<file path="src/rtl/rxf_pkg.sv">
// Package: shared types and helpers for the receive frame filter.
// Assumes a 3-bit frame type where values at or above FT_FIRST_RSV are reserved.
package rxf_pkg;

    localparam int TYPE_W = 3;

    typedef logic [TYPE_W-1:0] ftype_t;

    localparam ftype_t FT_BEACON    = 3'd0;
    localparam ftype_t FT_DATA      = 3'd1;
    localparam ftype_t FT_ACK       = 3'd2;
    localparam ftype_t FT_CMD       = 3'd3;
    localparam ftype_t FT_FIRST_RSV = 3'd4;

    // Outcome of one frame, valid while frm_end is high.
    typedef struct packed {
        logic report;    // raise frame-end interrupt
        logic addr_evt;  // raise address-match interrupt
        logic ack_want;  // start the ack delay
    } verdict_t;

    // True when the type falls into the reserved range.
    function automatic logic is_reserved(input ftype_t t);
        return (t >= FT_FIRST_RSV);
    endfunction

endpackage

</file>
<file path="src/rtl/rxf_decide.sv">
// Module: rxf_decide
// Pure combinational verdict for one frame from its status and the configuration.
// Assumes the inputs are stable while frm_end is high; the result is used only then.
module rxf_decide
    import rxf_pkg::*;
(
    input  logic     phr_ok,
    input  logic     fcs_ok,
    input  ftype_t   ftype,
    input  logic     ack_req,
    input  logic     addr_hit,
    input  logic     cfg_rsv_upload,
    input  logic     cfg_rsv_filter,
    input  logic     cfg_promisc,
    input  logic     cfg_ack_off,
    output verdict_t verdict
);

    logic rsv;
    logic filt_eff;
    logic data_like;
    logic lvl3_pass;
    logic std_report;

    // Classify the frame and work out which filter path it takes.
    always_comb begin
        rsv        = is_reserved(ftype);
        filt_eff   = cfg_rsv_upload & cfg_rsv_filter;
        data_like  = ~rsv | filt_eff;
        lvl3_pass  = fcs_ok & addr_hit;
        std_report = data_like ? lvl3_pass : (cfg_rsv_upload & fcs_ok);
    end

    // Form the three decisions; promiscuous mode only widens reporting.
    always_comb begin
        verdict.report   = phr_ok & (cfg_promisc | std_report);
        verdict.addr_evt = phr_ok & data_like & addr_hit;
        verdict.ack_want = phr_ok & data_like & lvl3_pass & ack_req
                         & ~cfg_ack_off & (ftype != FT_ACK);
    end

endmodule

</file>
<file path="src/rtl/rxf_ack_timer.sv">
// Module: rxf_ack_timer
// Counts symbol ticks from a frame end and pulses fire after the chosen delay.
// Assumes arm and cancel are single-cycle; arm wins over cancel, both win over a tick.
module rxf_ack_timer #(
    parameter int SLOW_DELAY = 12,
    parameter int FAST_DELAY = 2
) (
    input  logic clk,
    input  logic rst_n,
    input  logic arm,
    input  logic fast,
    input  logic cancel,
    input  logic tick,
    output logic fire
);

    localparam int MAX_DELAY = (SLOW_DELAY > FAST_DELAY) ? SLOW_DELAY : FAST_DELAY;
    localparam int CNT_W     = $clog2(MAX_DELAY + 1);

    logic             pending;
    logic [CNT_W-1:0] cnt;
    logic [CNT_W-1:0] load_val;

    // Choose the reload value from the delay setting.
    always_comb begin
        load_val = fast ? CNT_W'(FAST_DELAY) : CNT_W'(SLOW_DELAY);
    end

    // Track the pending ack and count down one step per symbol tick.
    always_ff @(posedge clk) begin
        if (!rst_n) begin
            pending <= 1'b0;
            cnt     <= '0;
            fire    <= 1'b0;
        end else begin
            fire <= 1'b0;
            if (arm) begin
                pending <= 1'b1;
                cnt     <= load_val;
            end else if (cancel) begin
                pending <= 1'b0;
                cnt     <= '0;
            end else if (pending && tick) begin
                if (cnt <= CNT_W'(1)) begin
                    pending <= 1'b0;
                    cnt     <= '0;
                    fire    <= 1'b1;
                end else begin
                    cnt <= cnt - CNT_W'(1);
                end
            end
        end
    end

endmodule

</file>
<file path="src/rtl/rx_frame_ack_ctrl.sv">
// Module: rx_frame_ack_ctrl
// Top of the receive frame filter: registers interrupts and checksum status at
// frame end and drives the delayed ack start. Assumes frm_end and frm_begin are
// one-cycle pulses and that frame status inputs are valid while frm_end is high.
module rx_frame_ack_ctrl
    import rxf_pkg::*;
#(
    parameter int SLOW_DELAY = 12,
    parameter int FAST_DELAY = 2
) (
    input  logic              clk,
    input  logic              rst_n,
    input  logic              frm_begin,
    input  logic              frm_end,
    input  logic              phr_ok,
    input  logic              fcs_ok,
    input  logic [TYPE_W-1:0] ftype,
    input  logic              ack_req,
    input  logic              addr_hit,
    input  logic              cfg_rsv_upload,
    input  logic              cfg_rsv_filter,
    input  logic              cfg_fast_ack,
    input  logic              cfg_promisc,
    input  logic              cfg_ack_off,
    input  logic              sym_tick,
    output logic              irq_end,
    output logic              irq_addr,
    output logic              crc_ok,
    output logic              ack_go
);

    verdict_t verdict;
    logic     arm;
    logic     cancel;

    rxf_decide u_decide (
        .phr_ok         (phr_ok),
        .fcs_ok         (fcs_ok),
        .ftype          (ftype),
        .ack_req        (ack_req),
        .addr_hit       (addr_hit),
        .cfg_rsv_upload (cfg_rsv_upload),
        .cfg_rsv_filter (cfg_rsv_filter),
        .cfg_promisc    (cfg_promisc),
        .cfg_ack_off    (cfg_ack_off),
        .verdict        (verdict)
    );

    // Arm the timer at a qualifying frame end; a bare frame start cancels it.
    always_comb begin
        arm    = frm_end & verdict.ack_want;
        cancel = frm_begin & ~frm_end;
    end

    rxf_ack_timer #(
        .SLOW_DELAY (SLOW_DELAY),
        .FAST_DELAY (FAST_DELAY)
    ) u_timer (
        .clk    (clk),
        .rst_n  (rst_n),
        .arm    (arm),
        .fast   (cfg_fast_ack),
        .cancel (cancel),
        .tick   (sym_tick),
        .fire   (ack_go)
    );

    // Register the interrupt pulses and the held checksum flag.
    always_ff @(posedge clk) begin
        if (!rst_n) begin
            irq_end  <= 1'b0;
            irq_addr <= 1'b0;
            crc_ok   <= 1'b0;
        end else begin
            irq_end  <= frm_end & verdict.report;
            irq_addr <= frm_end & verdict.addr_evt;
            if (frm_end) begin
                crc_ok <= fcs_ok;
            end
        end
    end

endmodule

</file>
<file path="config.mk">
export PLATFORM = sky130hd
export DESIGN_NAME = rx_frame_ack_ctrl
export DESIGN_NICKNAME = d
export VERILOG_FILES = /design/src/rtl/rxf_pkg.sv /design/src/rtl/rxf_decide.sv /design/src/rtl/rxf_ack_timer.sv /design/src/rtl/rx_frame_ack_ctrl.sv
export SDC_FILE = /design/constraint.sdc
export NUM_CORES = 1
export LEC_CHECK = 0
export ABC_AREA = 1
export BUFFER_PORTS_ARGS = -buffer_cell sky130_fd_sc_hd__buf_4
export CORE_MARGIN = 3
export CORE_UTILIZATION = 25
export CTS_BUF_LIST = sky130_fd_sc_hd__clkbuf_8
export DETAILED_ROUTE_END_ITERATION = 6
export MAX_ROUTING_LAYER = met4
export PLACE_DENSITY = 0.55
export RECOVER_POWER = 100
export SLEW_MARGIN = 5
export SYNTH_ARGS = -nofsm -noshare
export SYNTH_HDL_FRONTEND = slang
export SYNTH_SLANG_ARGS = --single-unit
</file>
<file path="constraint.sdc">
create_clock -name clk -period 1.7 [get_ports clk]
set_clock_uncertainty 0.15 [all_clocks]
set_input_delay 0.17 -clock clk [delete_from_list [all_inputs] [get_ports clk]]
set_output_delay 0.17 -clock clk [all_outputs]
set_load 0.005 [all_outputs]
</file>
==> impl_metrics.json, run 1 <==
{
  "status": "completed",
  "cellPowerDensity_nw_per_um2": 753,
  "die-height_um": 52.8,
  "r2r_slack_ns": 0.16,
  "drv_slew": 0,
  "gp_congestion": 0.778,
  "grt_overflow": 0,
  "core_region_area_um2": 2020,
  "wl_met1_um": 556,
  "crit_chain": "inv_1 -> ha_1 -> o21ai_1 -> nand3_2 -> nor2_1 -> nor2_1 -> nor2_1",
  "crit_start": "u_timer.cnt[0]",
  "finalWorstPathRequiredPeriod_ns": 1.54,
  "r2r-end": "u_timer.cnt[1]",
  "hold_class": "input port to register",
  "first_pass_iters": 3,
  "ys.flop_type": "dfxtp_1",
  "wl_per_cell_um": 9.95,
  "synthToLayoutAreaGrowth_pct": 39.7,
  "peakVddDrop_v": 0.000273,
  "cts_sinks": 9,
  "cp-end-kind": "register",
  "die_w_um": 52.8,
  "dr_wl_met2_um": 549,
  "synthTopCellsByCount": "nor2_1, inv_1, nand2_1",
  "dieArea_um2": 2790,
  "syn_nets": 92,
  "critical_path.top_delay_family": "simple AND/OR/NAND/NOR gates",
  "pre_cts_ws_ns": 0.176,
  "rows": 16,
  "whs_path_depth": 3,
  "worstPathRequired_ns": 1.72,
  "num_vias": 551,
  "p_leak_nw": 0.372,
  "final_core_util_pct": 37.9,
  "dp_cells": 120,
  "cts_max_path_buffers": 2,
  "worstSetupPathType": "register to register",
  "grt_pass1_wl_mm": 2.07,
  "start_util_pct": 27.1,
  "setup_tns_ns": 0,
  "ioPinCount": 21,
  "ys_top_cells_by_area": "dfxtp_1, nor2_1, inv_1",
  "root_buffer": "clkbuf_8",
  "hold_buffers": 0,
  "hold_viol": 0,
  "synth_edf_count": 0,
  "relSlewSlack_pct": 75.8,
  "timing.fmax_ghz": 0.649,
  "antenna_left": 0,
  "worstRegToRegCells": 7,
  "track_usage_pct": 10.9,
  "grt_antenna_before_repair": 0,
  "ys_seq_elements": 9,
  "cts_setup_buffers": 0,
  "drt_iter0_drc": 7,
  "cp_max_fo": 4,
  "highest_layer": "met4",
  "htree_num_levels": 1,
  "port-buffer-count": 20,
  "cp.arrival_ns": 1.56,
  "via_per_inst": 4.44,
  "dr_wl_met3_um": 82,
  "worst_pin_slew_ns": 0.364,
  "grt_max_degree": 9,
  "clk_pin_slew_ns": 0.05,
  "reg2reg_from": "u_timer.cnt[0]",
  "synth_most_common_cell": "nor2_1",
  "hold_end": "irq_end",
  "clk_latency_ns": 0.23,
  "cpMostUsedCell": "nor2_1",
  "drive_gt1_share_pct": 30.9,
  "syn-instance-count": 73,
  "cts_tree": "done",
  "postSynth.asyncResetShare_pct": 0,
  "first_global_vias": 507,
  "dp_hpwl_mm": 1.01,
  "syn_area_um2": 548,
  "ys_types": 19,
  "cts_buffers": 3,
  "worst_slack_ns": 0.160,
  "post_layout_nonfiller_instances": 124,
  "drc": 0,
  "hp-start": "phr_ok",
  "crit_path_max_incr_delay_ns": 0.35,
  "synth-warning-count": 0,
  "cp-start-kind": "register",
  "synth_top_area_share_pct": 32.9,
  "rsz0062_at_grt": "no",
  "cts.repair.resized": 0,
  "cp_num_buf_inv": 1,
  "crit_slowest_cell": "dfxtp_1",
  "setup_viol": 0,
  "synth.avg_cell_area_um2": 7.51,
  "post-route-period-util_pct": 90.6,
  "drv_cap": 0,
  "ys_seq_area_share_pct": 32.9,
  "yosys.area.top_type": "dfxtp_1",
  "fin_nets": 117,
  "insertedDiodeCount": 0,
  "fin_hold_ws_ns": 0.0363,
  "wl_mm": 1.23
}
-- per-layer routing --
layer  track usage (%)  vias up
met2              15.3       18
li1                  -      290
met3              2.56        4
met4              10.2        0
met5                 -        -
met1              12.6      239
-- tightest hold or removal path, delay by kind of cell --
family / cells / cell delay (ns)
simple gates: 1 / 0.08
buf+inv: 2 / 0.13
-- how the worst max path moves through the flow --
stage / to / slack [ns] / cells past startpoint
floorplan: u_timer.cnt[2] / 0.31 / 7
global placement: u_timer.cnt[3] / 0.23 / 7
detailed placement: u_timer.cnt[1] / 0.18 / 7
CTS: u_timer.cnt[1] / 0.16 / 7
global route: u_timer.cnt[3] / 0.006 / 7
finish: u_timer.cnt[1] / 0.16 / 7
-- power by group --
part / internal (W) / switching [W]
Clock: 0.000157 / 0.0000853
Combinational: 0.0000530 / 0.0000543
Sequential: 0.000220 / 0.00000604
-- final cells by class --
class                      instances  area [um^2]
clock buffer                       3         41.3
multi-input combinational         53          315
timing repair buffer              20          150
tap                               27         33.8
sequential                         9          180
clock inverter                     1         3.75
fill                             227         1260
inverter                          11         41.3
-- logic make-up after synthesis --
kind of cell    after synthesis  share of synthesized area [%]
flops                         9                           32.9
compound gates               12                           14.6
simple gates                 38                           38.8
fa+ha+maj                     2                           4.57
buf+inv                      11                           7.53
xor+xnor                      1                           1.60
-- flip-flops by register name, summed over array words and instances, names as in the netlist --
| register | flops |
|---|---|
| irq_addr | 1 |
| u_timer.pending | 1 |
| u_timer.cnt | 4 |
| irq_end | 1 |
| crc_ok | 1 |
| u_timer.fire | 1 |
-- layout by cell type, fill, tap and decap left out --
master     Yosys  layout
o21ai_2        1       1
ha_1           2       2
nand4_1        5       5
a31oi_1        1       1
inv_1         11      12
nor2_1        14      14
o21ai_0        2       2
clkbuf_8       0       3
nand2_1       11      11
nand3_4        2       2
buf_4          0      15
nor2_4         1       1
clkbuf_4       0       5
o2111ai_1      1       1
xnor2_1        1       1
nand3_1        2       2
o21ai_1        4       4
nand3_2        2       2
dfxtp_1        9       9
a21oi_1        2       3
nand3b_2       1       1
-- per-stage QoR --
stage                     area (um^2)  total power [W]
after global routing              766         0.000616
final                             766         0.000576
after floorplan                   548         0.000290
after detailed placement          732         0.000342
after global placement            732         0.000341
after CTS                         777         0.000586
No activity file was read; power rests on OpenSTA's default activity.
==> inputs of run 2 (changes only) <==
--- a/config.mk
+++ b/config.mk
@@ -12,9 +12,10 @@
 export CTS_BUF_LIST = sky130_fd_sc_hd__clkbuf_8
 export DETAILED_ROUTE_END_ITERATION = 6
 export MAX_ROUTING_LAYER = met4
-export PLACE_DENSITY = 0.55
+export PLACE_DENSITY = 0.56
 export RECOVER_POWER = 100
 export SLEW_MARGIN = 5
 export SYNTH_ARGS = -nofsm -noshare
 export SYNTH_HDL_FRONTEND = slang
+export SYNTH_HIERARCHICAL = 1
 export SYNTH_SLANG_ARGS = --single-unit
==> run 2 against run 1 <==
  * Via count increased by 2.9%
  * Global-route usage about the same
  * Non-clock buffer count unchanged
  * Clock power increased by 2%
  * Sequential share of layout area about the same
  * Setup slack improved by 0.15 ns
  * Sequential cell count unchanged
  * Utilization increased by 0.32 points
  * Clock-buffer cell count unchanged
  * Critical endpoint is now u_timer/cnt[2]
  * Largest power group unchanged
  * Highest routed layer unchanged
==> impl_metrics.json, run 2 <==
{
  "worstRegToRegCells": 7,
  "dieArea_um2": 2740,
  "postSynth.asyncResetShare_pct": 0,
  "cts_setup_buffers": 0,
  "synthTopCellsByCount": "nand2_1, inv_1, nor2_1",
  "drv_slew": 0,
  "cp-end-kind": "register",
  "p_leak_nw": 0.414,
  "design_area_um2": 764,
  "top_register": "u_timer/cnt",
  "clk_pin_slew_ns": 0.05,
  "drive_gt1_share_pct": 26.9,
  "whs_path_depth": 3,
  "synth-warning-count": 6,
  "syn_nets": 103,
  "synth_most_common_cell": "nand2_1",
  "clock_power_share_pct": 43.0,
  "ys_types": 17,
  "most-common-layout-cells": "nand2_1, inv_1, buf_4",
  "setup_tns_ns": 0,
  "worstSetupPathType": "register to register",
  "syn-instance-count": 84,
  "fill_cells": 224,
  "seqPwrFrac_pct": 39.2,
  "htree_num_levels": 1,
  "hold_class": "input port to register",
  "dp_hpwl_um": 971,
  "cp.arrival_ns": 1.41,
  "drc": 0,
  "ioPinCount": 21,
  "port-buffer-count": 20,
  "rows": 16,
  "synth_top_area_share_pct": 33.5,
  "hold_buffers": 0,
  "wl_mm": 1.18,
  "antenna_left": 0,
  "dpl_cell_area_um2": 722,
  "worst_pin_slew_ns": 0.176,
  "post-route-period-util_pct": 81.7,
  "cp-start-kind": "register",
  "grt_max_degree": 8,
  "cts_tree": "done",
  "final_core_util_pct": 38.2,
  "ys_seq_elements": 9,
  "status": "completed",
  "hold_viol": 0,
  "rsz0062_at_grt": "no",
  "timing.fmax_ghz": 0.720,
  "swShare_pct": 25.7,
  "via_per_inst": 4.20,
  "drv_cap": 0,
  "hp-start": "frm_end",
  "cts.repair.resized": 0,
  "wl_per_cell_um": 8.70,
  "first_pass_iters": 4,
  "yosys.area.top_type": "dfxtp_1",
  "relSlewSlack_pct": 88.2,
  "reg2reg_from": "u_timer/cnt[0]",
  "grt_pass1_wl_mm": 2.06,
  "ys_seq_area_share_pct": 33.5,
  "power_switching_w": 0.000149,
  "syn_area_um2": 538,
  "peakVddDrop_v": 0.000499,
  "synth_edf_count": 0,
  "crit_start": "u_timer/cnt[0]",
  "ff_latch_area_um2": 180,
  "first_global_vias": 527,
  "ys_top_cells_by_area": "dfxtp_1, nand2_1, inv_1",
  "fin_nets": 128,
  "cts_max_path_buffers": 2,
  "clk_latency_ns": 0.24,
  "synthToLayoutAreaGrowth_pct": 42.1,
  "num_vias": 567,
  "synth.avg_cell_area_um2": 6.40,
  "cts_buffers": 3,
  "drt_iter0_drc": 13,
  "cellPowerDensity_nw_per_um2": 758,
  "cts_sinks": 9,
  "die-height_um": 52.4,
  "gp_congestion": 0.868,
  "grt_antenna_before_repair": 0,
  "grt_overflow": 0,
  "start_util_pct": 26.9,
  "die_w_um": 52.4,
  "finalWorstPathRequiredPeriod_ns": 1.39,
  "core_region_area_um2": 2000,
  "p_int_w": 0.000431,
  "pwr-share-comb_pct": 17.9,
  "worstPathRequired_ns": 1.72,
  "final_common_cell": "nand2_1",
  "cp_max_fo": 5,
  "insertedDiodeCount": 0,
  "multi_input_area_um2": 280,
  "root_buffer": "clkbuf_8",
  "track_usage_pct": 10.9,
  "largest_register_ffs": 4,
  "ys.flop_type": "dfxtp_1",
  "setup_viol": 0
}
[run 2: cell count changes after synthesis, sizes merged, moves of 2 or more]
cell	change
a21oi	+4
inv	+9
nand2	+10
nand3	-3
nand4	-3
nor2	-3
o21ai	-2
[run 2: path summary, 6_finish.rpt]
path                     end  slack, ns
min                  irq_end       0.05
max reg2reg   u_timer/cnt[2]       0.31
max           u_timer/cnt[2]       0.31
min reg2reg  u_timer/pending       0.33
[run 2: power by group through the flow]
stage / clock [W] / sequential, W / combinational [W]
5_1_grt: 0.000270 / 0.000228 / 0.000117
3_5_place_dp: 0 / 0.000231 / 0.000105
4_1_cts: 0.000255 / 0.000227 / 0.000106
6_report: 0.000249 / 0.000227 / 0.000103
2_1_floorplan: 0 / 0.000230 / 0.0000569
3_3_place_gp: 0 / 0.000231 / 0.000105
[run 2: cells by family after synthesis]
logic type	count (synthesis)	synth area share [%]
AOI/OAI and AO/OA	12	13.3
xor gates and xnor gates	1	1.63
adders and majority gates	2	4.65
buffers and inverters	20	14.0
DFF	9	33.5
and+or+nand+nor	40	33.0
[run 2: through the flow]
step | instances | setup slack [ns] | power, W | hold slack [ns]
after floorplan | 84 | 0.450 | 0.000287 | 0.134
after global placement | 131 | 0.217 | 0.000336 | 0.291
after global routing | 135 | 0.153 | 0.000615 | 0.0642
after detailed placement | 131 | 0.236 | 0.000336 | 0.297
after CTS | 135 | 0.297 | 0.000588 | 0.0474
final | 135 | 0.312 | 0.000579 | 0.0458
[run 2: final cells by class]
cell class / count / area share [%]
sequential: 9 / 23.6
clock inverter: 1 / 0.491
tap: 27 / 4.42
multi-input combinational: 55 / 36.7
clock buffer: 3 / 5.40
timing repair buffer: 20 / 19.6
inverter: 20 / 9.82
[run 2: metal layers]
metal / share of wire [%] / track usage (%) / vias to the layer above
met5: 0 / - / -
met4: 3.1 / 6.38 / 0
met3: 11 / 5.70 / 4
met2: 46 / 15.7 / 20
met1: 40 / 11.9 / 242
li1: - / - / 301
[run 2: worst max-delay path, stage by stage (launching register included)]
cell,delay [ns]
dfxtp_1,0.32
inv_1,0.09
ha_1,0.23
inv_1,0.06
nand2_1,0.09
a21oi_4,0.18
nand2_1,0.07
a21oi_1,0.12
